$ cat config.mk
export PLATFORM = sky130hd
export DESIGN_NAME = esc_pulse_gen
export DESIGN_NICKNAME = d
export VERILOG_FILES = /design/src/rtl/esc_pkg.sv /design/src/rtl/esc_frame_timer.sv /design/src/rtl/esc_throttle_map.sv /design/src/rtl/esc_sequencer.sv /design/src/rtl/esc_pulse_gen.sv
export SDC_FILE = /design/constraint.sdc
export NUM_CORES = 1
export LEC_CHECK = 0
export ABC_AREA = 1
export ABC_CLOCK_PERIOD_IN_PS = 23200
export BUFFER_PORTS_ARGS = -buffer_cell sky130_fd_sc_hd__buf_2
export CAP_MARGIN = 15
export CORE_UTILIZATION = 50
export CTS_BUF_LIST = sky130_fd_sc_hd__clkbuf_8
export DETAILED_ROUTE_END_ITERATION = 7
export PLACE_DENSITY = 0.66
export SETUP_SLACK_MARGIN = 0.15
export SLEW_MARGIN = 20
export SYNTH_ARGS = -nofsm -noshare
export SYNTH_HDL_FRONTEND = slang
export SYNTH_HIERARCHICAL = 1
export SYNTH_SLANG_ARGS = --single-unit
$ cat constraint.sdc
create_clock -name clk -period 23.2 [get_ports clk]
set_input_delay 2.32 -clock clk [delete_from_list [all_inputs] [get_ports clk]]
set_output_delay 2.32 -clock clk [all_outputs]
set_load 0.03 [all_outputs]
$ cat src/rtl/esc_pkg.sv
package esc_pkg;
  typedef enum logic [1:0] {
    PH_OFF  = 2'd0,
    PH_ARM  = 2'd1,
    PH_KICK = 2'd2,
    PH_RUN  = 2'd3
  } esc_phase_e;
endpackage

$ cat src/rtl/esc_frame_timer.sv
module esc_frame_timer #(
  parameter int FRAME_CYC = 2500000,
  parameter int WW        = $clog2(FRAME_CYC + 1)
) (
  input  logic          clk,
  input  logic          rst,
  input  logic          run_i,
  output logic [WW-1:0] cnt_o,
  output logic          last_o
);
  localparam logic [WW-1:0] LAST = WW'(FRAME_CYC - 1);

  logic [WW-1:0] cnt_q;

  always_ff @(posedge clk) begin
    if (rst || !run_i) begin
      cnt_q <= '0;
    end else if (cnt_q == LAST) begin
      cnt_q <= '0;
    end else begin
      cnt_q <= cnt_q + 1'b1;
    end
  end

  assign cnt_o  = cnt_q;
  assign last_o = run_i && (cnt_q == LAST);

  a_r1_cnt_range: assert property (@(posedge clk) disable iff (rst)
    cnt_q <= LAST);

  a_r1_frame_wrap: assert property (@(posedge clk) disable iff (rst)
    last_o |=> (cnt_q == '0));
endmodule

$ cat src/rtl/esc_throttle_map.sv
module esc_throttle_map #(
  parameter int MIN_CYC  = 125000,
  parameter int SPAN_CYC = 125000,
  parameter int WW       = 22
) (
  input  logic          clk,
  input  logic          rst,
  input  logic [7:0]    thr_i,
  output logic [WW-1:0] tgt_o
);
  localparam logic [WW-1:0] NEUT = WW'(MIN_CYC);

  logic [31:0]   prod;
  logic [WW-1:0] tgt_d;
  logic [WW-1:0] tgt_q;

  always_comb begin
    prod  = 32'(thr_i) * 32'(SPAN_CYC) + 32'd127;
    tgt_d = NEUT + WW'(prod / 32'd255);
  end

  always_ff @(posedge clk) begin
    if (rst) tgt_q <= NEUT;
    else     tgt_q <= tgt_d;
  end

  assign tgt_o = tgt_q;

  a_r2_tgt_bounds: assert property (@(posedge clk) disable iff (rst)
    (tgt_q >= NEUT) && (int'(tgt_q) <= MIN_CYC + SPAN_CYC));
endmodule

$ cat src/rtl/esc_sequencer.sv
module esc_sequencer
  import esc_pkg::*;
#(
  parameter int NEUT_CYC    = 125000,
  parameter int KICK_CYC    = 187500,
  parameter int STEP_CYC    = 2500,
  parameter int ARM_FRAMES  = 50,
  parameter int KICK_FRAMES = 10,
  parameter int WW          = 22
) (
  input  logic          clk,
  input  logic          rst,
  input  logic          en_i,
  input  logic          frame_end_i,
  input  logic [WW-1:0] tgt_i,
  output esc_phase_e    phase_o,
  output logic [WW-1:0] width_o,
  output logic          busy_o
);
  localparam int NMAX = (ARM_FRAMES > KICK_FRAMES) ? ARM_FRAMES : KICK_FRAMES;
  localparam int NW   = $clog2(NMAX + 1);
  localparam logic [NW-1:0] ARM_LAST  = NW'(ARM_FRAMES - 1);
  localparam logic [NW-1:0] KICK_LAST = NW'(KICK_FRAMES - 1);
  localparam logic [WW-1:0] NEUT = WW'(NEUT_CYC);
  localparam logic [WW-1:0] KICK = WW'(KICK_CYC);
  localparam logic [WW-1:0] STEP = WW'(STEP_CYC);

  esc_phase_e    st_q, st_d;
  logic [WW-1:0] w_q, w_d;
  logic [NW-1:0] n_q, n_d;
  logic          busy_q;

  always_comb begin
    st_d = st_q;
    w_d  = w_q;
    n_d  = n_q;
    if (!en_i) begin
      st_d = PH_OFF;
      w_d  = NEUT;
      n_d  = '0;
    end else begin
      case (st_q)
        PH_OFF: begin
          st_d = PH_ARM;
          w_d  = NEUT;
          n_d  = '0;
        end
        PH_ARM: begin
          if (frame_end_i) begin
            if (n_q == ARM_LAST) begin
              n_d = '0;
              if (tgt_i > NEUT) begin
                st_d = PH_KICK;
                w_d  = KICK;
              end else begin
                st_d = PH_RUN;
                w_d  = NEUT;
              end
            end else begin
              n_d = n_q + 1'b1;
            end
          end
        end
        PH_KICK: begin
          if (frame_end_i) begin
            if (n_q == KICK_LAST) begin
              n_d  = '0;
              st_d = PH_RUN;
              w_d  = (tgt_i < KICK) ? tgt_i : KICK;
            end else begin
              n_d = n_q + 1'b1;
            end
          end
        end
        default: begin
          if (frame_end_i) begin
            if ((w_q == NEUT) && (tgt_i > NEUT)) begin
              st_d = PH_KICK;
              w_d  = KICK;
              n_d  = '0;
            end else if (tgt_i > w_q) begin
              w_d = ((tgt_i - w_q) > STEP) ? (w_q + STEP) : tgt_i;
            end else begin
              w_d = ((w_q - tgt_i) > STEP) ? (w_q - STEP) : tgt_i;
            end
          end
        end
      endcase
    end
  end

  always_ff @(posedge clk) begin
    if (rst) begin
      st_q   <= PH_OFF;
      w_q    <= NEUT;
      n_q    <= '0;
      busy_q <= 1'b0;
    end else begin
      st_q   <= st_d;
      w_q    <= w_d;
      n_q    <= n_d;
      busy_q <= (st_d == PH_ARM) || (st_d == PH_KICK);
    end
  end

  assign phase_o = st_q;
  assign width_o = w_q;
  assign busy_o  = busy_q;

  a_r3_arm_neutral: assert property (@(posedge clk) disable iff (rst)
    (st_q == PH_ARM) |-> (w_q == NEUT));

  a_r6_step_limit: assert property (@(posedge clk) disable iff (rst)
    (en_i && frame_end_i && (st_q == PH_RUN) && !((w_q == NEUT) && (tgt_i > NEUT)))
    |=> ((int'(w_q) <= int'($past(w_q)) + STEP_CYC) &&
         (int'(w_q) + STEP_CYC >= int'($past(w_q)))));

  a_r8_hold_mid_frame: assert property (@(posedge clk) disable iff (rst)
    (en_i && !frame_end_i && (st_q != PH_OFF)) |=> $stable(w_q));

  a_r4_kick_entry: assert property (@(posedge clk) disable iff (rst)
    (en_i && frame_end_i && (st_q == PH_ARM) && (n_q == ARM_LAST) && (tgt_i > NEUT))
    |=> ((st_q == PH_KICK) && (w_q == KICK)));
endmodule

$ cat src/rtl/esc_pulse_gen.sv
module esc_pulse_gen
  import esc_pkg::*;
#(
  parameter int CYC_PER_US  = 125,
  parameter int FRAME_US    = 20000,
  parameter int MIN_US      = 1000,
  parameter int SPAN_US     = 1000,
  parameter int KICK_US     = 1500,
  parameter int STEP_US     = 20,
  parameter int ARM_FRAMES  = 50,
  parameter int KICK_FRAMES = 10,
  parameter int WW          = $clog2(FRAME_US * CYC_PER_US + 1)
) (
  input  logic          clk,
  input  logic          rst,
  input  logic          en_i,
  input  logic [7:0]    throttle_i,
  output logic          pulse_o,
  output logic          busy_o,
  output logic [WW-1:0] width_o
);
  localparam int FRAME_CYC = FRAME_US * CYC_PER_US;
  localparam int MIN_CYC   = MIN_US * CYC_PER_US;
  localparam int SPAN_CYC  = SPAN_US * CYC_PER_US;
  localparam int KICK_CYC  = KICK_US * CYC_PER_US;
  localparam int STEP_CYC  = STEP_US * CYC_PER_US;

  logic [WW-1:0] cnt;
  logic          frame_end;
  logic [WW-1:0] tgt;
  logic [WW-1:0] width;
  esc_phase_e    phase;
  logic          timer_run;
  logic          pulse_q;

  assign timer_run = en_i && (phase != PH_OFF);

  esc_frame_timer #(
    .FRAME_CYC (FRAME_CYC),
    .WW        (WW)
  ) u_timer (
    .clk    (clk),
    .rst    (rst),
    .run_i  (timer_run),
    .cnt_o  (cnt),
    .last_o (frame_end)
  );

  esc_throttle_map #(
    .MIN_CYC  (MIN_CYC),
    .SPAN_CYC (SPAN_CYC),
    .WW       (WW)
  ) u_map (
    .clk   (clk),
    .rst   (rst),
    .thr_i (throttle_i),
    .tgt_o (tgt)
  );

  esc_sequencer #(
    .NEUT_CYC    (MIN_CYC),
    .KICK_CYC    (KICK_CYC),
    .STEP_CYC    (STEP_CYC),
    .ARM_FRAMES  (ARM_FRAMES),
    .KICK_FRAMES (KICK_FRAMES),
    .WW          (WW)
  ) u_seq (
    .clk         (clk),
    .rst         (rst),
    .en_i        (en_i),
    .frame_end_i (frame_end),
    .tgt_i       (tgt),
    .phase_o     (phase),
    .width_o     (width),
    .busy_o      (busy_o)
  );

  always_ff @(posedge clk) begin
    if (rst) pulse_q <= 1'b0;
    else     pulse_q <= timer_run && (cnt < width);
  end

  assign pulse_o = pulse_q;
  assign width_o = width;

  a_r9_quiet_when_off: assert property (@(posedge clk) disable iff (rst)
    !en_i |=> !pulse_o);

  a_r10_busy_phase: assert property (@(posedge clk) disable iff (rst)
    busy_o |-> ((phase == PH_ARM) || (phase == PH_KICK)));

  a_r1_rise_at_frame_start: assert property (@(posedge clk) disable iff (rst)
    $rose(pulse_o) |-> (cnt == WW'(1)));
endmodule

==> reports/metrics.yaml, run 1 <==
cp_max_fo: 15
ant_nets: 0
rr_endpoint: "u_seq/width_o[1]"
crit_required_ns: 23.45
drv_slew: 0
core_area_mm2: 0.03287
netlist_area_mm2: 0.01686
place_ws_ns: 6.033
path_class: "in2reg"
rsz0062_at_grt: "no"
antenna_found_initial: 0
drc: 0
crit_end: "u_map/tgt_o[0]"
dr.pass1.iters: 5
cp-startpoint: "throttle_i[2]"
netlist.area_leader.share: 0.2001
fin_util: 0.5338
grt_max_degree: 28
hpwl_um: 41280
mostFrequentLayoutCells: "nand2_1, inv_1, nand3_1"
antenna_cells: 0
cts_hold_buffers: 0
fin_nets: 3101
start_util: 0.5131
synth_xor_area_frac: 0.03695
root_buffer: "clkbuf_8"
track_usage: 0.2850
hold_start: "u_timer/cnt_o[0]"
yosysUniqueCellTypes: 66
io_pins: 35
post-route-min-period_ns: 16.87
synth-compound-area-share: 0.09519
drt_wl_total_um: 49320
muxShareOfSynthArea: 0
clockBufferDepth: 2
synth_warnings: 6
max_freq_mhz: 59.28
layout_commonest_cell: "nand2_1"
clk_pin_slew_ns: 0.08
hold_class: "reg2reg"
cp-end-kind: "flop"
rows: 66
reg2reg_setup_slack_ns: 18.98
tritoncts: "yes"
area_growth_pct: 4.028
cpPeakStageDelay_ns: 0.53
synth_top_family_by_area: "simple AND/OR/NAND/NOR gates"
post_cts_resized: 0
portBuffers: 34
viasPerCell: 5.298
design.die.area_mm2: 0.03447
cts_sinks: 74
tns_ns: 0
path_common_cell: "nand2_1"
grt_first_pass_wirelength_um: 79610
tightest_slew_ns: 0.7989
clock_skew_ns: 0.01855
drtIter0Drc: 1109
die_width_um: 185.7
synth_area_leader_cell: "nand2_1"
htree_levels: 3
status: "completed"
crit_path_start_kind: "input port"
grt_pass1_vias: 16620
clk_latency_ns: 0.37
via_count: 17910
period_share: 0.7272
r2r-start: "u_seq/width_o[10]"
synth_area_leaders: "nand2_1, ha_1, inv_1"
finalHoldViolCount: 0
synthAdderAreaFrac: 0.1237
postCtsSetupBuffers: 0
drive_above_1_share: 0.1446
grt-ovfl-total: 0
synth_area_per_cell_um2: 5.776
synthSimpleGateAreaFrac: 0.5224
ys_ff_latch: 74
routabilityCongestion: 0.9901
slew_headroom: 0.4633
netlist_instances: 2920
wl_per_cell_um: 14.59
arrival_ns: 17.12
ys_seq_area_frac: 0.08784
cts_made_buffers: 9
timing.final.ws_setup_ns: 6.330
setup_viol: 0
critical-path-slowest-cell: "fa_1"
maxCapViolCount: 0
die_y_um: 185.7
r2r_cells: 21
-- Yosys cell counts, drive strengths merged --
cell type and number:
and2 4, nor4 5, nand4 71, nand3 300
o21a 1, a21boi 1, a31oi 4, nor3 28
nand3b 10, buf 29, o211ai 17, or2 6
a32o 1, and3 1, dlygate4sd1 1, nand2 1063
conb 1, fa 18, dfxtp 74, xnor2 11
o311ai 1, o31ai 8, o21bai 11, o21ai 107
a211o 1, a21o 3, ha 138, clkbuf 11
inv 499, clkinv 8, bufinv 1, xor2 58
a22oi 1, nor2 305, a21oi 120, o22ai 2
-- state kept, by name, indices dropped and copies added (netlist names) --
name           count
u_seq/phase_o      2
u_timer/cnt_o     22
pulse_o            1
u_seq/busy_o       1
u_seq/n_q          6
u_seq/width_o     22
u_map/tgt_o       20
-- per-layer routing --
layer  up-vias  track usage  share of wire
li1       9235            -              -
met1      8095       0.3410           0.43
met2       484       0.5318           0.49
met3        99      0.02348          0.046
met4         0      0.09213          0.028
met5         -            0              0
-- final cells by class --
type                       instances  area [µm²]
clock buffer                      10       137.6
clock inverter                     6       66.31
fill                            3517       15320
inverter                         508        1938
multi-input combinational       2299       13140
sequential                        74        1481
tap                              442       553.0
timing repair buffer              42       230.2
-- worst min-delay path by stage --
stage	endpoint	slack [ns]	depth (start not counted)
floorplan	u_timer/cnt_o[0]	0.43	1
finish	u_timer/cnt_o[0]	0.47	1
detailed placement	u_timer/cnt_o[0]	0.47	1
global placement	u_timer/cnt_o[0]	0.44	1
CTS	u_timer/cnt_o[0]	0.49	1
global route	u_timer/cnt_o[0]	0.53	1
-- through the flow --
step	instances	cell area (µm²)	hold slack, ns
after floorplan	2922	16870	0.4294
after global placement	3365	17340	0.4404
after detailed placement	3365	17340	0.4666
after CTS	3381	17540	0.4857
after global routing	3381	17540	0.5277
final	3381	17540	0.4744
-- worst max-delay path: cells and delay by family --
kind                     cells  cell delay [ns]
adder cells (fa/ha/maj)      7             2.79
AND/OR/NAND/NOR             84             9.97
buffers and inverters        9             0.80
AO/OA/AOI/OAI                7             1.24
-- kinds of logic after synthesis --
| group | count (synthesis) |
|---|---|
| buffers and inverters | 549 |
| xor gates and xnor gates | 69 |
| DFF | 74 |
| adders and majority gates | 156 |
| and+or+nand+nor | 1793 |
| other | 1 |
| AOI/OAI and AO/OA | 278 |
Power of run 1 is not shown: default switching activity piles up to over one toggle a cycle in this logic, so the estimate is an artifact.
==> inputs of run 2 (changes only) <==
--- a/config.mk
+++ b/config.mk
@@ -6,7 +6,7 @@
 export NUM_CORES = 1
 export LEC_CHECK = 0
 export ABC_AREA = 1
-export ABC_CLOCK_PERIOD_IN_PS = 23200
+export ABC_CLOCK_PERIOD_IN_PS = 15900
 export BUFFER_PORTS_ARGS = -buffer_cell sky130_fd_sc_hd__buf_2
 export CAP_MARGIN = 15
 export CORE_UTILIZATION = 50
==> constraint.sdc (replaced) <==
create_clock -name clk -period 15.9 [get_ports clk]
set_input_delay 1.59 -clock clk [delete_from_list [all_inputs] [get_ports clk]]
set_output_delay 1.59 -clock clk [all_outputs]
set_load 0.03 [all_outputs]
==> reports/metrics.yaml, run 2 (synthesis results as in run 1) <==
drv_slew: 0  # unchanged
fin_util: 0.5619  # was 0.5338
cts_sinks: 74  # unchanged
cts_made_buffers: 9  # unchanged
grt_max_degree: 28  # unchanged
drc: 0  # unchanged
r2r-start: "u_seq/width_o[10]"  # unchanged
drive_above_1_share: 0.1879  # was 0.1446
grt_first_pass_wirelength_um: 78720  # was 79,610 µm
rows: 66  # unchanged
crit_family: "simple AND/OR/NAND/NOR gates"  # unchanged
cp_max_fo: 11  # was 15
mostFrequentLayoutCells: "nand2_1, inv_1, nand3_1"  # unchanged
path_common_cell: "nand2_1"  # unchanged
io_pins: 35  # unchanged
die_width_um: 185.7  # unchanged
crit_required_ns: 16.14  # was 23.45 ns
portBuffers: 34  # unchanged
clock_skew_ns: 0.02070  # was 0.01855 ns
grt-ovfl-total: 0  # unchanged
start_util: 0.5131  # unchanged
dr.pass1.iters: 7  # was 5
antenna_found_initial: 0  # unchanged
fin_cells: 3423  # was 3,381
root_buffer: "clkbuf_8"  # unchanged
dpl.cell_count: 3364  # was 3,365
drt_wl_total_um: 50020  # was 49,320 µm
area_growth_pct: 9.496  # was 4.028%
clk_pin_slew_ns: 0.08  # about the same
period_share: 0.9367
track_usage: 0.2809  # was 0.2850
r2r_cells: 21  # unchanged
hold_depth: 1  # unchanged
antenna_cells: 0  # unchanged
die_y_um: 185.7  # unchanged
reg2reg_setup_slack_ns: 11.69  # was 18.98 ns
tritoncts: "yes"  # unchanged
clk_latency_ns: 0.38  # was 0.37 ns
post-route-min-period_ns: 14.89
hold_end: "u_timer/cnt_o[0]"  # unchanged
ant_nets: 0  # unchanged
finalHoldViolCount: 0  # unchanged
rr_endpoint: "u_seq/width_o[1]"  # unchanged
path_buf_inv: 12  # was 9
viasPerCell: 5.308  # was 5.298
cpPeakStageDelay_ns: 0.53  # about the same
hpwl_um: 40740  # was 41,280 µm
routabilityCongestion: 0.9493  # was 0.9901
clockBufferDepth: 2  # unchanged
setup_viol: 0  # unchanged
design.die.area_mm2: 0.03447  # unchanged
crit_path_start_kind: "input port"  # unchanged
fin_nets: 3143  # was 3,101
slew_headroom: 0.4915  # was 0.4633
cp-end-kind: "flop"  # unchanged
hold_start: "u_timer/cnt_o[0]"  # unchanged
hold_class: "reg2reg"  # unchanged
status: "completed"  # unchanged
layout_commonest_cell: "nand2_1"  # unchanged
path_class: "in2reg"  # unchanged
tightest_slew_ns: 0.7569  # was 0.7989 ns
wl_per_cell_um: 14.61  # was 14.59 µm
max_freq_mhz: 67.15
critical-path-slowest-cell: "fa_1"  # unchanged
fillCellCount: 3441  # was 3,517
crit_cells: 113  # was 107
arrival_ns: 15.14  # was 17.12 ns
htree_levels: 3  # unchanged
drtIter0Drc: 1217  # was 1,109
grt_pass1_vias: 16500  # was 16,620
core_area_mm2: 0.03287  # unchanged
maxCapViolCount: 0  # unchanged
via_count: 18170  # was 17,910
==> run 2: cell count changes in the layout (fill, tap and decap cells not counted), sizes merged <==
cell / change
clkinv: -1
nand2: +2
buf: +39
clkinvlp: +2
==> run 2: metal layers <==
layer  GRT usage  vias to the layer above  wire [µm]
met5           0                        -          0
met4      0.1069                        0       1912
met3     0.01996                      128       2321
met2      0.5139                      487      24410
met1      0.3403                     8226      21380
li1            -                     9328          -
==> run 2: layout make-up <==
| cell class | count | area (µm²) | area share |
|---|---|---|---|
| multi-input combinational | 2301 | 13730 | 0.7435 |
| inverter | 508 | 1949 | 0.1056 |
| sequential | 74 | 1481 | 0.08022 |
| timing repair buffer | 82 | 558.0 | 0.03022 |
| tap | 442 | 553.0 | 0.02995 |
| clock buffer | 9 | 123.9 | 0.006708 |
| clock inverter | 7 | 70.07 | 0.003794 |
==> run 2: worst max path at each step <==
stage,from,to,slack (ns)
CTS,throttle_i[2],u_map/tgt_o[0],0.16
floorplan,throttle_i[2],u_map/tgt_o[0],1.78
global route,throttle_i[3],u_map/tgt_o[0],-0.02
finish,throttle_i[3],u_map/tgt_o[0],1.01
global placement,throttle_i[2],u_map/tgt_o[0],0.15
detailed placement,throttle_i[2],u_map/tgt_o[0],-0.28
==> run 2: repair_timing <==
action                     in CTS  in global routing
hold buffers                    0                  0
gates cloned                    0                  2
setup endpoints to repair       1                 14
gates resized for setup         2                145
pin swaps                       0                 60
setup buffers                   0                 41
==> run 2: stage by stage <==
step,worst slack (ns),cell area [µm²],setup TNS [ns],hold slack (ns)
4_1_cts,0.1628,17540,0,0.4700
3_5_place_dp,-0.2837,17330,-0.2837,0.4494
6_report,1.007,18470,0,0.4789
5_1_grt,-0.01529,18470,-0.01529,0.4952
3_3_place_gp,0.1489,17330,0,0.4405
2_1_floorplan,1.781,16870,0,0.4294
Power of run 2 is left out for the same reason.
